File: config.mk
export PLATFORM = sky130hd
export DESIGN_NAME = strobed_io_port
export DESIGN_NICKNAME = d
export VERILOG_FILES = /design/src/rtl/strobed_io_port.sv
export SDC_FILE = /design/constraint.sdc
export NUM_CORES = 1
export LEC_CHECK = 0
export BUFFER_PORTS_ARGS = -buffer_cell sky130_fd_sc_hd__buf_2
export CAP_MARGIN = 5
export CORE_AREA = 2 2 39 41
export CTS_BUF_LIST = sky130_fd_sc_hd__clkbuf_4 sky130_fd_sc_hd__clkbuf_8
export DETAILED_ROUTE_END_ITERATION = 16
export DIE_AREA = 0 0 41 43
export PLACE_DENSITY = 0.69
export SLEW_MARGIN = 20
export SYNTH_ARGS = -nofsm -noshare
export SYNTH_HDL_FRONTEND = slang
export SYNTH_SLANG_ARGS = --single-unit
File: constraint.sdc
create_clock -name clk -period 1.2 [get_ports clk]
set_input_delay 0.36 -clock clk [delete_from_list [all_inputs] [get_ports clk]]
set_output_delay 0.36 -clock clk [all_outputs]
set_load 0.02 [all_outputs]
File: src/rtl/strobed_io_port.sv
module strobed_io_port #(
  parameter int WIDTH = 8
) (
  input  logic             clk,
  input  logic             clr_n,
  input  logic             dsel_n,
  input  logic             dsel,
  input  logic             mode,
  input  logic             stb,
  input  logic [WIDTH-1:0] din,
  output logic [WIDTH-1:0] dout,
  output logic             dout_en,
  output logic             irq_n
);

  logic             selected;
  logic             capture;
  logic             stb_q;
  logic             stb_fall;
  logic             req;
  logic [WIDTH-1:0] latch_q;

  assign selected = ~dsel_n & dsel;
  assign capture  = mode ? selected : stb;
  assign stb_fall = stb_q & ~stb;

  always_ff @(posedge clk) begin
    if (capture)     latch_q <= din;
    else if (!clr_n) latch_q <= '0;
  end

  always_ff @(posedge clk or negedge clr_n) begin
    if (!clr_n) begin
      stb_q <= 1'b0;
      req   <= 1'b0;
    end else begin
      stb_q <= stb;
      if (selected)      req <= 1'b0;
      else if (stb_fall) req <= 1'b1;
    end
  end

  assign dout    = latch_q;
  assign dout_en = mode | selected;
  assign irq_n   = ~(req | selected);

endmodule

==> run summary <==
The most common library cell in the layout ignoring fill and taps is buf_2. The startpoint kind of the worst setup timing path is an input pin. The floorplan has 14 rows. In this design, the stage delay of the slowest critical-path cell is roughly 0.23 ns. The average size of a mapped cell is 16.9 sq um.

The number of global-route vias before repair came out at 318. On the critical path, the stage with the largest delay is an instance of or2_1. Entering global routing, the biggest net connects 9 pins. Max-cap violations in this run came to 0. The required time of the worst setup path came out at 0.84 ns. The count of nets left with antenna violations once routing finished came out at 0. The top cell types in the final layout, fill and taps aside, are buf_2 (19), a21boi_2 (8), edfxtp_1 (8), buf_4 (8).

The flop and latch count out of synthesis is 10. Summing over every cut layer, the via total after detailed routing is between 300 and 400. The post-synthesis instance total came out at 27. The depth of the CTS H-tree came out at 1. In this design, the critical path's most frequently occurring cell is buf_6. The part of the cycle the worst path needs is 111%.

The largest fanout on the critical path is 2. The number of clock buffers added by TritonCTS is 3. Dividing the detail-routed wire length by the instance count gives 10.1 um. In the routed design, unresolved DRC markers number 0. The clock-pin transition on the worst setup and hold timing paths came out at 0.06 ns.

Summed over all cells, the static leakage comes to 0.341 nW. The first-pass GRT wire length came out at roughly 1200 um. Together, buffers and inverters on the worst path number 2.

The floorplan step set the die width to 41 um. The cell count after placement came out at 72. Setup repair after global routing could not meet its margin everywhere. The total clock sinks came out at 10.

The hold violation total from the final report came to 0. Hold timing on the final database bottoms out at a slack of 0.257 ns. The count of different cell masters after synthesis came out at 12. The area of the core region came out at 1380 sq um. The number of buffers added on ports is 23. The count of fill cells added during filler insertion came out at around 130. The mux share of post-synthesis cell area came out at 0%.

The maximum clock insertion buffer count is 2. In this run the clock root is driven by a clkbuf_4. The normalized max-slew margin is 86.3%. The final period demand of the worst path is 1.33 ns.

The number of warnings reported in the yosys synthesis log came out at 0. Summing the areas of all xor and xnor instances in the mapped netlist gives 0% of the synthesized area. The main combinational cell family by area after synthesis is compound AO/OA/AOI/OAI gates. The most area-hungry cell type in the Yosys netlist is edfxtp_1. The largest vdd supply drop is 0.628 mV. The max-slew violation count is 0. The setup clock skew after layout is 0.0000336 ns. From bottom edge to top edge, the die measures 43 um. The tightest min-delay check is of the input pin to flop type.

The synthesized area came out at 457 sq um. The area share of fa/ha/maj cells after synthesis is 0%. The area of the die came out at 1760 sq um. The total iterations of the first detailed-routing run is 2.

The sequential cell area fraction in the yosys report came out at 63.6%. The I/O pin count came out at 24. The area share of and/or/nand/nor cells after synthesis is between 10 and 15%. The final reports fail on negative setup slack. The worst endpoint data arrival time is between 0.9 and 1 ns. The area growth from synthesis to layout is 58.6%. The number of nets handed over by synthesis was 41. The number of DRC violations after detailed-routing iteration 0 is 2. The count of final setup violators came out at 2.

The power per cell area is 1220 nW/um^2. Yosys attributes the largest share of cell area to edfxtp_1 (53%), a21boi_2 (20%), dfrtp_1 (11%). The post-detailed-placement half-perimeter wirelength came out at 618 um.

The type of element capturing the critical path is an output pin. In this run the biggest area consumer among cell types represents 52.6% of the synthesized area. The net count of the finished layout came out at between 70 and 80.

The slew of the pin with the lowest slew margin is 0.205 ns. The number of antenna violations at the first check in global routing came out at 0. Cells with a size suffix above 1 make up 74.6% of the layout. The run finished, with violations left.

The number of standard cells in the layout, taps in and fillers out came out at 79. Timing would allow up to between 700 and 800 MHz. The total overflow left after global routing is 0. At the later pin of the worst-skew pair, clock insertion delay measures 0.26 ns. Broken down by cell family, the worst path's largest delay share belongs to simple AND/OR/NAND/NOR gates. The starting utilization of the core area is roughly a third. The overall fraction of global-route tracks in use came out at between 10% and 20%.

The final setup slack of the worst path is -0.134 ns. The synthesized-area fraction occupied by ao, oa, aoi and oai cells is 20.8%. The signal on the critical path passes through buf_6 -> and2b_1 -> or2_1 -> buf_6. Routability-driven placement finished with a final weighted congestion of 0.671.

The total routed wirelength is 796 um. The CTS tree is done. The number of antenna repair diodes came out at 0. The critical path is of the input pin to output pin type. Dividing the detail-routed via count by the number of cells gives around 4.4.
## final cells by class
class / instances / area, sq um / share of cell area (%)
Sequential cell: 10 / 290 / 40.1
Timing Repair Buffer: 32 / 210 / 29.0
Multi-Input combinational cell: 16 / 170 / 23.5
Clock buffer: 4 / 30.0 / 4.15
Tap cell: 16 / 20.0 / 2.76
Inverter: 1 / 3.75 / 0.518
## worst register-to-register path, delay by kind of cell (launching register included)
kind                   cells  cell delay (ns)
flip-flops                 1             0.41
buffers and inverters      1             0.06
AO/OA/AOI/OAI              1             0.05
## path summary, 6_finish.rpt
check | from | endpoint | slack, ns | cells after the start
min reg2reg | stb_q$_DFF_PN0_ | req$_DFFE_PN0P_ | 0.52 | 2
min | stb | stb_q$_DFF_PN0_ | 0.26 | 1
max reg2reg | req$_DFFE_PN0P_ | req$_DFFE_PN0P_ | 0.57 | 2
max | dsel | dout_en | -0.13 | 4
max in group asynchronous | clr_n | req$_DFFE_PN0P_ | 0.64 | 2
min in group asynchronous | clr_n | stb_q$_DFF_PN0_ | 0.44 | 2
## report_power, final
part	total [W]	internal [W]	leakage, nW	switching, W
Clock	0.000260	0.000151	0.0184	0.000109
Sequential	0.000425	0.000415	0.106	0.0000102
Combinational	0.000197	0.0000954	0.216	0.000102
Total	0.000882	0.000661	0.341	0.000221
## synth_stat cells (all sizes together)
master and instances:
nand3 1, and2b 1, nand3b 1, dfrtp 2, a21oi 1, nor2 1, a21boi 8, edfxtp 8
or2 1, inv 1, nand2b 2
## sequential cells by signal, summed over array words and instances, names as in the netlist
signal / cells
dout: 8
req: 1
stb_q: 1
## through the flow
stage	utilization (%)	cell area (sq um)	setup TNS [ns]	total power, W	setup WS [ns]
3_5_place_dp	46.0	637	-0.219	0.000605	-0.177
6_report	52.4	724	-0.241	0.000882	-0.134
4_1_cts	51.0	706	-0.280	0.000878	-0.154
3_3_place_gp	46.0	637	-0.161	0.000601	-0.138
5_1_grt	52.4	724	-0.285	0.000924	-0.148
2_1_floorplan	-	457	0	0.000528	0.0202
## what timing repair did
item                                   CTS  global route
setup buffers                            1             1
hold buffers                             1             0
setup endpoints to repair                2             2
pin swaps                                1             1
gates resized for setup                  5             3
endpoints found under the hold margin    2             0
## cell families after synthesis
kind of cell           Yosys count
DFF                             10
AOI/OAI and AO/OA                9
and+or+nand+nor                  7
buffers and inverters            1
## metal layers
metal / track usage [%] / part of all wire [%] / vias to the layer above
li1: - / - / 171
met3: 1.57 / 8.0 / 2
met1: 9.52 / 33 / 159
met5: 0 / 0 / -
met2: 17.2 / 55 / 17
met4: 10.0 / 2.9 / 0
(Power assumes the default switching activity.)
